File: src/rtl/hcfg_pkg.sv
package hcfg_pkg;
  localparam int unsigned DW = 8;
  localparam int unsigned OW = 3;

  localparam logic [OW-1:0] OFF_RD_TIM = 3'd0;
  localparam logic [OW-1:0] OFF_WR_TIM = 3'd1;
  localparam logic [OW-1:0] OFF_KEY_RD = 3'd1;
  localparam logic [OW-1:0] OFF_KEY_WR = 3'd2;
  localparam logic [OW-1:0] OFF_CTRL   = 3'd3;
  localparam logic [OW-1:0] OFF_STRAP  = 3'd5;
  localparam logic [OW-1:0] OFF_MISC   = 3'd6;

  localparam logic [DW-1:0] CODE_OPEN  = 8'h03;
  localparam logic [DW-1:0] CODE_CLOSE = 8'h83;
  localparam logic [DW-1:0] CODE_MAP   = 8'h85;

  typedef enum logic [1:0] {
    SEQ_IDLE = 2'd0,
    SEQ_ONE  = 2'd1,
    SEQ_TWO  = 2'd2
  } seq_e;
endpackage

File: src/rtl/hcfg_unlock.sv
module hcfg_unlock
  import hcfg_pkg::*;
(
  input  logic          clk_i,
  input  logic          rst_ni,
  input  logic          acc_valid_i,
  input  logic          acc_write_i,
  input  logic          acc_word_i,
  input  logic [OW-1:0] acc_off_i,
  input  logic [DW-1:0] acc_wdata_i,
  output logic          cfg_mode_o
);
  seq_e seq_q, seq_d;
  logic mode_q, mode_d;
  logic key_rd, key_open, key_close;

  assign key_rd    = !acc_write_i && acc_word_i && (acc_off_i == OFF_KEY_RD);
  assign key_open  = acc_write_i && !acc_word_i && (acc_off_i == OFF_KEY_WR) &&
                     (acc_wdata_i == CODE_OPEN);
  assign key_close = acc_write_i && !acc_word_i && (acc_off_i == OFF_KEY_WR) &&
                     (acc_wdata_i == CODE_CLOSE);

  always_comb begin
    seq_d  = seq_q;
    mode_d = mode_q;
    if (acc_valid_i) begin
      if (mode_q) begin
        seq_d = SEQ_IDLE;
        if (key_close) mode_d = 1'b0;
      end else begin
        unique case (seq_q)
          SEQ_IDLE: seq_d = key_rd ? SEQ_ONE : SEQ_IDLE;
          SEQ_ONE:  seq_d = key_rd ? SEQ_TWO : SEQ_IDLE;
          SEQ_TWO: begin
            if (key_rd) begin
              seq_d = SEQ_TWO;
            end else begin
              seq_d = SEQ_IDLE;
              if (key_open) mode_d = 1'b1;
            end
          end
          default: seq_d = SEQ_IDLE;
        endcase
      end
    end
  end

  always_ff @(posedge clk_i or negedge rst_ni) begin
    if (!rst_ni) begin
      seq_q  <= SEQ_IDLE;
      mode_q <= 1'b0;
    end else begin
      seq_q  <= seq_d;
      mode_q <= mode_d;
    end
  end

  assign cfg_mode_o = mode_q;

  // opening only follows two key reads and the key write
  assert_open_cause_R2: assert property (@(posedge clk_i) disable iff (!rst_ni)
    $rose(mode_q) |-> $past(seq_q == SEQ_TWO) && $past(acc_valid_i) &&
      $past(acc_write_i) && !$past(acc_word_i) &&
      ($past(acc_off_i) == OFF_KEY_WR) && ($past(acc_wdata_i) == CODE_OPEN));

  // a non-key access while locked drops the detector to idle
  assert_break_idle_R3: assert property (@(posedge clk_i) disable iff (!rst_ni)
    (acc_valid_i && !mode_q && !acc_write_i && !(acc_word_i && acc_off_i == OFF_KEY_RD))
      |=> seq_q == SEQ_IDLE);

  assert_seq_idle_open_R3: assert property (@(posedge clk_i) disable iff (!rst_ni)
    mode_q |-> seq_q == SEQ_IDLE);

  // closing only on the close code
  assert_close_cause_R4: assert property (@(posedge clk_i) disable iff (!rst_ni)
    $fell(mode_q) |-> $past(acc_valid_i) && $past(acc_write_i) && !$past(acc_word_i) &&
      ($past(acc_off_i) == OFF_KEY_WR) && ($past(acc_wdata_i) == CODE_CLOSE));
endmodule

File: src/rtl/hcfg_regs.sv
module hcfg_regs
  import hcfg_pkg::*;
#(
  parameter int unsigned NUM_SETS = 2,
  parameter logic [7:0]  VERSION  = 8'h00
) (
  input  logic                         clk_i,
  input  logic                         rst_ni,
  input  logic                         cfg_en_i,
  input  logic                         acc_valid_i,
  input  logic                         acc_write_i,
  input  logic [OW-1:0]                acc_off_i,
  input  logic [DW-1:0]                acc_wdata_i,
  output logic                         hit_o,
  output logic [DW-1:0]                rdata_o,
  output logic [NUM_SETS-1:0][DW-1:0]  set_rd_o,
  output logic [NUM_SETS-1:0][DW-1:0]  set_wr_o,
  output logic [DW-1:0]                ctrl_o,
  output logic [DW-1:0]                misc_o
);
  localparam int unsigned IDX_W = (NUM_SETS > 1) ? $clog2(NUM_SETS) : 1;

  logic [NUM_SETS-1:0][DW-1:0] rd_q, wr_q;
  logic [DW-1:0] ctrl_q, misc_q;
  logic [IDX_W-1:0] sel;
  logic wr_en;

  assign sel   = misc_q[IDX_W-1:0];
  assign wr_en = cfg_en_i && acc_valid_i && acc_write_i;

  for (genvar s = 0; s < NUM_SETS; s++) begin : g_set
    always_ff @(posedge clk_i or negedge rst_ni) begin
      if (!rst_ni) begin
        rd_q[s] <= '0;
        wr_q[s] <= '0;
      end else if (wr_en && (sel == IDX_W'(s))) begin
        if (acc_off_i == OFF_RD_TIM) rd_q[s] <= acc_wdata_i;
        if (acc_off_i == OFF_WR_TIM) wr_q[s] <= acc_wdata_i;
      end
    end

    // a locked port never touches a timing set
    assert_locked_set_R5: assert property (@(posedge clk_i) disable iff (!rst_ni)
      !cfg_en_i |=> $stable(rd_q[s]) && $stable(wr_q[s]));
  end

  always_ff @(posedge clk_i or negedge rst_ni) begin
    if (!rst_ni) begin
      ctrl_q <= '0;
      misc_q <= '0;
    end else if (wr_en) begin
      if (acc_off_i == OFF_CTRL) ctrl_q <= acc_wdata_i;
      if (acc_off_i == OFF_MISC) misc_q <= acc_wdata_i;
    end
  end

  always_comb begin
    hit_o   = cfg_en_i;
    rdata_o = '0;
    unique case (acc_off_i)
      OFF_RD_TIM: rdata_o = rd_q[sel];
      OFF_WR_TIM: rdata_o = wr_q[sel];
      OFF_CTRL:   rdata_o = ctrl_q;
      OFF_STRAP:  rdata_o = VERSION;
      OFF_MISC:   rdata_o = misc_q;
      default:    hit_o   = 1'b0;
    endcase
  end

  assign set_rd_o = rd_q;
  assign set_wr_o = wr_q;
  assign ctrl_o   = ctrl_q;
  assign misc_o   = misc_q;

  assert_locked_ctl_R5: assert property (@(posedge clk_i) disable iff (!rst_ni)
    !cfg_en_i |=> $stable(ctrl_q) && $stable(misc_q));

  // a write at the control offset lands in the control register
  assert_ctrl_write_R6: assert property (@(posedge clk_i) disable iff (!rst_ni)
    (wr_en && acc_off_i == OFF_CTRL) |=> ctrl_q == $past(acc_wdata_i));
endmodule

File: src/rtl/hcfg_drive_map.sv
module hcfg_drive_map
  import hcfg_pkg::*;
#(
  parameter int unsigned NUM_SETS = 2
) (
  input  logic [NUM_SETS-1:0][DW-1:0] set_rd_i,
  input  logic [NUM_SETS-1:0][DW-1:0] set_wr_i,
  input  logic [DW-1:0]               ctrl_i,
  output logic [DW-1:0]               drv0_rd_o,
  output logic [DW-1:0]               drv0_wr_o,
  output logic [DW-1:0]               drv1_rd_o,
  output logic [DW-1:0]               drv1_wr_o
);
  logic split;
  assign split     = (ctrl_i == CODE_MAP);
  assign drv0_rd_o = set_rd_i[0];
  assign drv0_wr_o = set_wr_i[0];
  assign drv1_rd_o = split ? set_rd_i[1] : set_rd_i[0];
  assign drv1_wr_o = split ? set_wr_i[1] : set_wr_i[0];
endmodule

File: src/rtl/hidden_cfg_port.sv
module hidden_cfg_port
  import hcfg_pkg::*;
#(
  parameter int unsigned NUM_SETS = 2,
  parameter logic [7:0]  VERSION  = 8'h00
) (
  input  logic          clk_i,
  input  logic          rst_ni,
  input  logic          acc_valid_i,
  input  logic          acc_write_i,
  input  logic          acc_word_i,
  input  logic [2:0]    acc_off_i,
  input  logic [7:0]    acc_wdata_i,
  input  logic [7:0]    tf_rdata_i,
  output logic [7:0]    rdata_o,
  output logic          cfg_mode_o,
  output logic [7:0]    drv0_rd_tim_o,
  output logic [7:0]    drv0_wr_tim_o,
  output logic [7:0]    drv1_rd_tim_o,
  output logic [7:0]    drv1_wr_tim_o,
  output logic [7:0]    misc_o
);
  logic cfg_mode, hit;
  logic [DW-1:0] cfg_rdata, ctrl;
  logic [NUM_SETS-1:0][DW-1:0] set_rd, set_wr;

  hcfg_unlock u_unlock (
    .clk_i       (clk_i),
    .rst_ni      (rst_ni),
    .acc_valid_i (acc_valid_i),
    .acc_write_i (acc_write_i),
    .acc_word_i  (acc_word_i),
    .acc_off_i   (acc_off_i),
    .acc_wdata_i (acc_wdata_i),
    .cfg_mode_o  (cfg_mode)
  );

  hcfg_regs #(.NUM_SETS(NUM_SETS), .VERSION(VERSION)) u_regs (
    .clk_i       (clk_i),
    .rst_ni      (rst_ni),
    .cfg_en_i    (cfg_mode),
    .acc_valid_i (acc_valid_i),
    .acc_write_i (acc_write_i),
    .acc_off_i   (acc_off_i),
    .acc_wdata_i (acc_wdata_i),
    .hit_o       (hit),
    .rdata_o     (cfg_rdata),
    .set_rd_o    (set_rd),
    .set_wr_o    (set_wr),
    .ctrl_o      (ctrl),
    .misc_o      (misc_o)
  );

  hcfg_drive_map #(.NUM_SETS(NUM_SETS)) u_map (
    .set_rd_i  (set_rd),
    .set_wr_i  (set_wr),
    .ctrl_i    (ctrl),
    .drv0_rd_o (drv0_rd_tim_o),
    .drv0_wr_o (drv0_wr_tim_o),
    .drv1_rd_o (drv1_rd_tim_o),
    .drv1_wr_o (drv1_wr_tim_o)
  );

  assign rdata_o    = hit ? cfg_rdata : tf_rdata_i;
  assign cfg_mode_o = cfg_mode;

  // locked reads follow the task-file path
  assert_locked_read_R5: assert property (@(posedge clk_i) disable iff (!rst_ni)
    (acc_valid_i && !acc_write_i && !cfg_mode_o) |-> rdata_o == tf_rdata_i);

  // strap reads the version constant
  assert_strap_R8: assert property (@(posedge clk_i) disable iff (!rst_ni)
    (acc_valid_i && !acc_write_i && cfg_mode_o && acc_off_i == OFF_STRAP)
      |-> rdata_o == VERSION);

  // drive 0 never depends on the control code
  assert_drv0_stable_R9: assert property (@(posedge clk_i) disable iff (!rst_ni)
    (!cfg_mode_o) |=> $stable(drv0_rd_tim_o) && $stable(drv0_wr_tim_o));
endmodule

File: config.mk
export PLATFORM = sky130hd
export DESIGN_NAME = hidden_cfg_port
export DESIGN_NICKNAME = d
export VERILOG_FILES = /design/src/rtl/hcfg_pkg.sv /design/src/rtl/hcfg_unlock.sv /design/src/rtl/hcfg_regs.sv /design/src/rtl/hcfg_drive_map.sv /design/src/rtl/hidden_cfg_port.sv
export SDC_FILE = /design/constraint.sdc
export NUM_CORES = 1
export LEC_CHECK = 0
export BUFFER_PORTS_ARGS = -buffer_cell sky130_fd_sc_hd__buf_2
export CAP_MARGIN = 25
export CORE_UTILIZATION = 53
export DETAILED_ROUTE_END_ITERATION = 8
export GPL_ROUTABILITY_DRIVEN = 0
export GPL_TIMING_DRIVEN = 0
export PLACE_DENSITY = 0.89
export SETUP_SLACK_MARGIN = 0.02
export SLEW_MARGIN = 10
export SYNTH_ARGS = -nofsm -noshare
export SYNTH_HDL_FRONTEND = slang
export SYNTH_SLANG_ARGS = --single-unit
export TNS_END_PERCENT = 5
File: constraint.sdc
create_clock -name clk_i -period 2.05 [get_ports clk_i]
set_input_delay 0.3075 -clock clk_i [delete_from_list [all_inputs] [get_ports clk_i]]
set_output_delay 0.3075 -clock clk_i [all_outputs]
set_load 0.03 [all_outputs]
==> results of run 1 <==
per-stage QoR:
| step | total power, W | instances | setup WS [ps] | area (µm²) | TNS [ps] |
|---|---|---|---|---|---|
| after floorplan | 0.001083 | 239 | -163.1 | 2892 | -1141 |
| after global placement | 0.001156 | 381 | -246.2 | 3339 | -3425 |
| after detailed placement | 0.001165 | 382 | -278.4 | 3359 | -4060 |
| after CTS | 0.001881 | 397 | -73.26 | 3729 | -970.0 |
| after global routing | 0.001941 | 400 | -124.7 | 3770 | -2212 |
| final | 0.001878 | 400 | -87.59 | 3770 | -1106 |
sequential cells by signal, summed over array words and instances (netlist names):
name                 flops
u_regs.ctrl_o            8
u_regs.misc_o            8
u_regs.set_rd_o         16
u_regs.set_wr_o         16
u_unlock.cfg_mode_o      1
u_unlock.seq_q           2
power breakdown:
group / total, W / switching [W] / internal [W]
Clock: 0.000724 / 0.000329 / 0.000395
Combinational: 0.000148 / 0.0000962 / 0.0000518
Sequential: 0.00101 / 0.000000332 / 0.00101
Total: 0.00188 / 0.000425 / 0.00145
repair_timing:
item / 4_1_cts / 5_1_grt
setup buffers: 6 / 3
hold buffers: 1 / 0
gates resized for setup: 57 / 7
setup endpoints to repair: 24 / 33
pin swaps: 4 / 3
gates cloned: 1 / 0
endpoints found under the hold margin: 13 / 0
worst min-delay path by stage:
| stage | start | to | slack, ps | cells after the start |
|---|---|---|---|---|
| 2_1_floorplan | rst_ni | u_regs.ctrl_o[0] | 10 | 0 |
| 3_3_place_gp | u_regs.set_wr_o[12] | u_regs.set_wr_o[12] | 510 | 1 |
| 3_5_place_dp | rst_ni | u_regs.set_rd_o[1] | 220 | 1 |
| 4_1_cts | acc_wdata_i[7] | u_unlock.cfg_mode_o | 260 | 2 |
| 5_1_grt | acc_wdata_i[7] | u_unlock.cfg_mode_o | 290 | 2 |
| 6_report | acc_wdata_i[7] | u_unlock.cfg_mode_o | 260 | 2 |
per-layer routing:
| metal | vias to the layer above | share of wire | wire length, µm |
|---|---|---|---|
| li1 | 1047 | - | - |
| met2 | 87 | 0.51 | 3831 |
| met4 | 0 | 0.030 | 229 |
| met5 | - | 0 | 0 |
| met3 | 23 | 0.057 | 433 |
| met1 | 1165 | 0.41 | 3088 |
placed cells by master, fill, tap and decap left out, drive strengths merged, types with 4 or more instances in the layout:
cell type  synthesis  routed
nand2             12      12
o22ai              8       8
a21oi             10      10
o21ai             10      10
mux2              64      64
mux2i             16      16
a22o               8       8
buf               24     105
dfrtp             51      51
clkbuf             3      10
nor2b              4       4
cell families (layout without fill, tap and decap cells):
logic type / after synthesis / in the layout
buf+inv: 29 / 120
xor+xnor: 2 / 2
compound gates: 37 / 37
mux: 80 / 80
fa+ha+maj: 3 / 3
flops: 51 / 51
simple gates: 37 / 37
final cells by class:
class                           instances  area [µm²]  area share
Buffer                                 26       236.5     0.06273
Clock buffer                            6       82.58     0.02191
Clock inverter                          2       35.03    0.009293
Inverter                                2       7.507    0.001991
Multi-Input combinational cell        159        1450      0.3847
Sequential cell                        51        1277      0.3389
Tap cell                               70       87.58     0.02323
Timing Repair Buffer                   84       593.1      0.1573
critical path: cells and delay by family, from the launching register on:
family,cells,cell delay (ps)
buffers and inverters,2,330
DFF,1,420
muxes,1,290
and+or+nand+nor,2,470
==> qor.csv, run 1 <==
metric;value;unit
DR pass1 iterations;4;
met1 Use GR;0.3314;
Rows;26;
RR Startpoint;u_unlock.cfg_mode_o;
Post-Route WL;7.583;mm
Cells after Synth;239;
Die H;75.86;µm
Worst path max stage delay;420;ps
worst skew pair latency;310;ps
vias per cell;5.805;
Synth Cell Area;2892;µm²
leading cell types by count after synthesis;64 x mux2_2, 51 x dfrtp_1, 16 x buf_4, 16 x mux2i_1, 12 x nand2_1;
Synth async-reset ratio;1.000;
die area;5755;µm²
status;finished, violations left;
CTS tree;yes;
Max Fclk;467.8;MHz
ys flop type;dfrtp_1;
simple-gate share of the synthesized area;0.08871;
PortBufs;72;
max-cap violations;0;
IO Count;73;
initial cell density of the core;0.5590;
Die Width;75.86;µm
core area;5172;µm²
share of the synthesized area in the top cell type;0.4414;
P_leak;1.882;nW
syn_nets;266;
Area contributors post-synth;dfrtp_1 44%, mux2_2 25%, mux2i_1 5.5%, buf_4 4.2%, a22o_1 2.4%;
H-tree levels;2;
Synth-to-Final Area Change;30.38;%
initial antenna violation count;0;
post-synthesis mux area share;0.3046;
post-synthesis sequential area ratio;0.4414;
Period minus WS final;2138;ps
Setup crit start;u_regs.ctrl_o[1];
reg-to-reg slack, setup;60;ps
hold slack final;259.0;ps
xor and xnor area share after synthesis;0.006058;
unrepaired setup endpoints after global routing;true;
post-route clock period utilization;1.043;
CP cell instances;nor4bb_4 > nand2_2 > clkbuf_16 > mux2_2 > buf_6;
Hold Crit Class;in -> reg;
FILL cells;339;
Max IR drop VDD;0.5288;mV
Slew @ Worst Pin;741.4;ps
layout cells sized above 1;0.5758;
Synth Area in Compound Gates;0.07875;
CP Max Fanout;5;
Clock Tree Buf Depth;2;
drc violations;0;
DR vias;2322;
First DRT Iteration DRCs;149;
grt peak-use layer;met2;
failing checks;setup timing;
vias in the first global route;2216;
relative slew slack;0.5035;
first-pass GRT wire length;11.14;mm
Sink Count;51;
TritonCTS buffer count;5;
Synth area leader;dfrtp_1;
diode count;0;
Yosys cell types;32;
total track usage;0.2731;
grt ovf;0;
Post-synth EDFFs;0;
clock skew;6.524;ps
CP Data Required Time;1740;ps
Adder-Cell Fraction of Synth Area;0.01298;
reg2reg path depth;4;
reg2reg end;u_regs.set_wr_o[0];
Synthesis Warnings;0;
largest net degree at the start of global routing;39;
Setup CP Type;reg -> out;
crit path DAT;1830;ps
Slew Limit Fails;0;
Final Setup Violations;17;
Setup crit end;drv1_rd_tim_o[0];
WL/cell;18.96;µm
Critical Path End Type;output port;
Layout Nets;356;
Fin. Hold Viols;0;
Final ANT Viol Nets;0;
#FFs+latches synth;51;
largest family of logic cells by synthesized area;multiplexers;
synthesized area per cell;12.10;µm²
Pwr Density;498.0;nW/µm²
DP HPWL;4.966;mm
Clk Tree Root Cell;clkbuf_8;
count leader, synth;mux2_2;
setup slack after layout;-87.59;ps
Final Util;0.7288;
Slowest cell on crit path;dfrtp_1;
Clock Pin Slew Worst Setup and Hold Paths;90;ps
GRT met2 Usage;0.4730;
met3 usage;0.05820;
Startpoint Class;flop;
No activity file was read; power rests on OpenSTA's default activity.
==> run 2, diff against run 1 <==
--- a/config.mk
+++ b/config.mk
@@ -11,6 +11,7 @@
 export DETAILED_ROUTE_END_ITERATION = 8
 export GPL_ROUTABILITY_DRIVEN = 0
 export GPL_TIMING_DRIVEN = 0
+export MAX_ROUTING_LAYER = met4
 export PLACE_DENSITY = 0.89
 export SETUP_SLACK_MARGIN = 0.02
 export SLEW_MARGIN = 10
==> qor.csv, run 2 (synthesis results as in run 1) <==
metric;value;unit;change
Hold Crit Class;in -> reg;;
Fin. Hold Viols;0;;unchanged
drc violations;0;;unchanged
First DRT Iteration DRCs;140;;-6.0%
unrepaired setup endpoints after global routing;true;;
Non-Filler Instances;400;;unchanged
DR pass1 iterations;4;;unchanged
Register Area;1277;µm²;unchanged
DR vias;2288;;-1.5%
FILL cells;339;;unchanged
Setup crit start;u_regs.ctrl_o[1];;
status;finished, violations left;;
Clk Tree Root Cell;clkbuf_8;;
setup slack after layout;-79.68;ps;+7.910 ps
PortBufs;72;;unchanged
Slew Limit Fails;0;;unchanged
Final Setup Violations;16;;-1
Die Width;75.86;µm;unchanged
Clock Pin Slew Worst Setup and Hold Paths;90;ps;about the same
initial antenna violation count;0;;unchanged
reg-to-reg slack, setup;70;ps;about the same
die area;5755;µm²;unchanged
vias in the first global route;2217;;+0.045%
Cell Int Power;0.001452;W;about the same
RR Startpoint;u_unlock.cfg_mode_o;;
Max IR drop VDD;0.5271;mV;-0.33%
# placed instances;382;;unchanged
commonest non-fill, non-tap cell in the layout;mux2_2;;
post-route clock period utilization;1.039;;-0.003859
largest net degree at the start of global routing;39;;unchanged
Sw Pwr;0.0004234;W;-0.48%
CP Max Fanout;5;;unchanged
Period minus WS final;2130;ps;-7.910 ps
clock network power share;0.385;;about the same
Die H;75.86;µm;unchanged
reg2reg end;u_regs.set_wr_o[0];;
multi-input logic area;1450;µm²;unchanged
Layout Nets;356;;unchanged
Rows;26;;unchanged
commonest non-fill, non-tap cells in the layout;64 x mux2_2, 51 x buf_2, 50 x dfrtp_1;;
diode count;0;;unchanged
CTS tree;yes;;
total track usage;0.2823;;+0.009167
vias per cell;5.720;;-1.5%
Pwr Density;497.5;nW/µm²;-0.10%
initial cell density of the core;0.5590;;unchanged
relative slew slack;0.4815;;-0.02201
Startpoint Class;flop;;
Critical Path End Type;output port;;
TritonCTS buffer count;5;;unchanged
IO Count;73;;unchanged
Final ANT Viol Nets;0;;unchanged
Post-Route WL;7.453;mm;-1.7%
worst skew pair latency;310;ps;about the same
sequential power share;0.536;;about the same
max-cap violations;0;;unchanged
Post-Layout Inst Area;3770;µm²;unchanged
grt ovf;0;;unchanged
Setup crit end;drv1_rd_tim_o[0];;
DP HPWL;4.966;mm;unchanged
final setup TNS;-1001;ps;+104.5 ps
switching part of the total power;0.2257;;-0.0008493
Max Fclk;469.6;MHz;+0.37%
Logic pwr share;0.079;;about the same
Setup CP Type;reg -> out;;
Synth-to-Final Area Change;30.38;%;unchanged
Clock Tree Buf Depth;2;;unchanged
clock skew;7.679;ps;+1.155 ps
P_leak;1.882;nW;unchanged
first-pass GRT wire length;11.16;mm;+0.13%
CP Data Required Time;1740;ps;about the same
failing checks;setup timing;;
reg2reg path depth;4;;unchanged
crit path DAT;1820;ps;about the same
core area;5172;µm²;unchanged
Slew @ Worst Pin;774.3;ps;+32.87 ps
layout cells sized above 1;0.5758;;unchanged
H-tree levels;2;;unchanged
WL/cell;18.63;µm;-1.7%
Sink Count;51;;unchanged
area post-placement;3359;µm²;unchanged
## run 2: timing repair
action | CTS | global route
endpoints found under the hold margin | 13 | 0
resized for setup | 57 | 7
buffers inserted | 6 | 3
hold buffers | 1 | 0
cloned | 1 | 0
pin swaps | 4 | 3
setup endpoints to repair | 24 | 33
## run 2: routing by layer
layer	wire [µm]	global-route usage	part of all wire	up-vias
met2	3753	0.4730	0.50	98
met1	2952	0.3356	0.40	1120
met4	219	0.1091	0.029	0
li1	-	-	-	1048
met3	528	0.05423	0.071	22
met5	0	-	0	-
## run 2: stage by stage
stage	power [W]	setup WS, ps	utilization	hold slack (ps)
after global routing	0.001940	-124.7	0.7288	285.2
final	0.001876	-79.68	0.7288	260.1
after detailed placement	0.001165	-278.4	0.6495	224.7
after global placement	0.001156	-246.2	0.6456	505.6
after CTS	0.001881	-73.26	0.7209	256.0
after floorplan	0.001083	-163.1	-	11.91
## run 2: power by group through the flow
| stage | Sequential, W | Combinational (W) | Clock [W] |
|---|---|---|---|
| after global routing | 0.00101 | 0.000162 | 0.000772 |
| after CTS | 0.00101 | 0.000145 | 0.000730 |
| final | 0.00101 | 0.000148 | 0.000722 |
| after global placement | 0.00103 | 0.000130 | 0 |
| after detailed placement | 0.00103 | 0.000139 | 0 |
| after floorplan | 0.00103 | 0.0000570 | 0 |
## run 2: worst max-delay path: stages, from the launching register on
cell       delay, ps
dfrtp_1          420
nor4bb_4         320
nand2_2          150
clkbuf_16        190
mux2_2           290
buf_6            140
## run 2: layout make-up
class                   instances  share of cell area
multi-input cells             159              0.3847
flip-flops and latches         51              0.3389
repair buffers                 84              0.1573
plain buffers                  26             0.06273
well taps                      70             0.02323
clock buffers                   6             0.02191
clock inverters                 2            0.009293
inverters                       2            0.001991
## run 2: worst min path at each step
stage | start | to | slack, ps | depth (start not counted)
detailed placement | rst_ni | u_regs.set_rd_o[1] | 220 | 1
CTS | acc_wdata_i[7] | u_unlock.cfg_mode_o | 260 | 2
floorplan | rst_ni | u_regs.ctrl_o[0] | 10 | 0
global placement | u_regs.set_wr_o[12] | u_regs.set_wr_o[12] | 510 | 1
finish | acc_wdata_i[7] | u_unlock.cfg_mode_o | 260 | 2
global route | acc_wdata_i[7] | u_unlock.cfg_mode_o | 290 | 2
==> run 3, diff against run 2 <==
--- a/config.mk
+++ b/config.mk
@@ -5,14 +5,15 @@
 export SDC_FILE = /design/constraint.sdc
 export NUM_CORES = 1
 export LEC_CHECK = 0
+export ABC_AREA = 1
 export BUFFER_PORTS_ARGS = -buffer_cell sky130_fd_sc_hd__buf_2
 export CAP_MARGIN = 25
-export CORE_UTILIZATION = 53
+export CORE_UTILIZATION = 49
 export DETAILED_ROUTE_END_ITERATION = 8
 export GPL_ROUTABILITY_DRIVEN = 0
 export GPL_TIMING_DRIVEN = 0
 export MAX_ROUTING_LAYER = met4
-export PLACE_DENSITY = 0.89
+export PLACE_DENSITY = 0.86
 export SETUP_SLACK_MARGIN = 0.02
 export SLEW_MARGIN = 10
 export SYNTH_ARGS = -nofsm -noshare
==> constraint.sdc (replaced) <==
create_clock -name clk_i -period 1.8 [get_ports clk_i]
set_input_delay 0.27 -clock clk_i [delete_from_list [all_inputs] [get_ports clk_i]]
set_output_delay 0.27 -clock clk_i [all_outputs]
set_load 0.03 [all_outputs]
==> qor.csv, run 3 <==
metric;value;unit;change
Pwr Density;1100;nW/µm²;+120%
H-tree levels;2;;unchanged
GRT met2 Usage;0.4975;;+0.02452
DR pass1 iterations;5;;+1
Rows;28;;+7.7%
unrepaired setup endpoints after global routing;true;;
share of the synthesized area in the top cell type;0.4151;;-0.02623
Post-synth EDFFs;0;;unchanged
Startpoint Class;flop;;
post-route clock period utilization;1.103;;
Cells after Synth;424;;+77%
first-pass GRT wire length;15.28;mm;+37%
Final ANT Viol Nets;0;;unchanged
Final Setup Violations;24;;+8
post-synthesis sequential area ratio;0.4151;;-0.02623
DR vias;3369;;+47%
Clock Pin Slew Worst Setup and Hold Paths;100;ps;about the same
vias in the first global route;3111;;+40%
Synth Cell Area;3074;µm²;+6.3%
P_leak;2.207;nW;+17%
count leader, synth;nand2_1;;
hold path endpoint;u_regs.misc_o[0];;
relative slew slack;0.5743;;+0.09274
largest net degree at the start of global routing;28;;-28%
CTS tree;yes;;
crit path DAT;1710;ps;-110 ps
commonest non-fill, non-tap cells in the layout;159 x nand2_1, 51 x dfrtp_1, 50 x buf_2;;
worst skew pair latency;310;ps;about the same
synthesized area per cell;7.250;µm²;-40%
Synth-to-Final Area Change;33.41;%;
met3 usage;0.07753;;+0.02330
initial cell density of the core;0.5132;;-0.04586
Setup CP Type;reg -> out;;
Worst path max stage delay;410;ps;about the same
TritonCTS buffer count;5;;unchanged
status;finished, violations left;;
Sink Count;51;;unchanged
#FFs+latches synth;51;;unchanged
WL/cell;16.80;µm;-9.8%
family with the most delay on the worst path;buffers and inverters;;
Hold Crit Class;in -> reg;;
failing checks;setup timing;;
CP cell instances;buf_6 > buf_6 > nand2_1 > nand2_1 > nand2_1 > nand2_2 > o21ai_2 > nand2_1 > buf_6;;
initial antenna violation count;0;;unchanged
hold_sp;acc_wdata_i[0];;
Slew Limit Fails;0;;unchanged
Max IR drop VDD;0.6967;mV;+32%
leading cell types by count after synthesis;169 x nand2_1, 51 x dfrtp_1, 40 x o21ai_0;;
Max Fclk;503.9;MHz;
diode count;0;;unchanged
Period minus WS final;1985;ps;
area post-placement;3548;µm²;+5.6%
Clock Tree Buf Depth;2;;unchanged
Synth area leader;dfrtp_1;;
reg-to-reg slack, setup;260;ps;+190 ps
total track usage;0.3222;;+0.03989
Synthesis Warnings;0;;unchanged
ys flop type;dfrtp_1;;
syn_nets;451;;+70%
CP Data Required Time;1530;ps;-210 ps
setup slack after layout;-184.5;ps;-104.9 ps
layout cells sized above 1;0.3520;;-0.2237
Layout Nets;543;;+53%
Die H;81.21;µm;+7.0%
Slowest cell on crit path;dfrtp_1;;
grt ovf;0;;unchanged
max-cap violations;0;;unchanged
Slew @ Worst Pin;638.6;ps;-135.7 ps
Yosys cell types;26;;-19%
core area;5991;µm²;+16%
Synth async-reset ratio;1.000;;unchanged
Clk Tree Root Cell;clkbuf_8;;
IO Count;73;;unchanged
CP Max Fanout;10;;+5
met1 Use GR;0.3969;;+0.06126
vias per cell;5.691;;-0.51%
First DRT Iteration DRCs;419;;+200%
Critical Path End Type;output port;;
PortBufs;72;;unchanged
Fin. Hold Viols;0;;unchanged
Die Width;81.21;µm;+7.0%
Most common cell on crit path;nand2_1;;
DP HPWL;6.289;mm;+27%
grt peak-use layer;met2;;
hold depth;3;;+1
reg2reg path depth;7;;+3
Final Util;0.6846;;-0.04421
commonest non-fill, non-tap cell in the layout;nand2_1;;
clock skew;10.92;ps;+3.240 ps
Post-Route WL;9.948;mm;+33%
reg2reg end;u_regs.set_wr_o[5];;
# placed instances;572;;+50%
CP bufs+invs;3;;+1
die area;6594;µm²;+15%
Area contributors post-synth;dfrtp_1 42%, nand2_1 21%, o21ai_0 6.5%, inv_1 4.0%, buf_4 3.9%;;
Post-Layout Inst Area;4101;µm²;+8.8%
Non-Filler Instances;592;;+48%
drc violations;0;;unchanged
RR Startpoint;u_regs.misc_o[0];;
run 3: how the worst max path moves through the flow:
| stage | endpoint | startpoint | slack, ps | cells past startpoint |
|---|---|---|---|---|
| 3_5_place_dp | drv1_wr_tim_o[7] | u_regs.ctrl_o[3] | -100 | 5 |
| 4_1_cts | rdata_o[6] | u_regs.misc_o[0] | -110 | 10 |
| 3_3_place_gp | drv1_wr_tim_o[7] | u_regs.ctrl_o[3] | -110 | 5 |
| 5_1_grt | rdata_o[4] | u_regs.misc_o[0] | -250 | 10 |
| 2_1_floorplan | drv1_rd_tim_o[7] | u_regs.ctrl_o[3] | -90 | 4 |
| 6_report | rdata_o[2] | u_regs.misc_o[0] | -180 | 9 |
run 3: final cells by class:
class / instances / area (µm²)
plain buffers: 34 / 316.6
clock buffers: 6 / 82.58
clock inverters: 2 / 35.03
fillers: 447 / 1889
inverters: 36 / 142.6
multi-input cells: 303 / 1533
flip-flops and latches: 51 / 1276
well taps: 75 / 93.84
repair buffers: 85 / 621.8
run 3: cells by family (layout without fill, tap and decap cells):
group,Yosys count,count (layout),share of synthesized area
compound gates,73,73,0.1286
fa+ha+maj,3,3,0.01221
flops,51,51,0.4151
buf+inv,70,163,0.1254
simple gates,227,227,0.3187
run 3: what timing repair did:
action | 4_1_cts | 5_1_grt
gates cloned | 1 | 1
pin swaps | 4 | 3
hold buffers | 1 | 0
endpoints found under the hold margin | 22 | 0
gates resized for setup | 95 | 29
endpoints found under the setup margin | 24 | 24
setup buffers | 8 | 1
run 3: through the flow:
step	worst slack (ps)	hold slack (ps)	total power (W)	setup TNS, ps
final	-184.5	208.5	0.004511	-2815
after global routing	-246.1	258.3	0.004744	-4747
after CTS	-107.4	202.4	0.004336	-2120
after detailed placement	-104.2	330.8	0.003245	-830.0
after global placement	-109.7	489.8	0.003186	-779.7
after floorplan	-87.31	-25.59	0.002760	-1229
run 3: where the power goes:
group          leakage [nW]  internal, W  switching (W)
registers             0.643      0.00138       0.000241
clock network        0.0612     0.000450       0.000389
logic                  1.50     0.000808        0.00124
run 3: worst reg2reg max path, cell delays in order, from the launching register on:
cell and delay (ps):
dfrtp_1 410, buf_6 150, buf_4 140, nor2_2 210
nand2_2 150, buf_2 220, nand2_1 70, o21ai_1 60
run 3: routing by layer:
metal / up-vias / wire [µm]
li1: 1514 / -
met1: 1539 / 3810
met2: 256 / 4628
met3: 60 / 1057
met4: 0 / 452
met5: - / 0
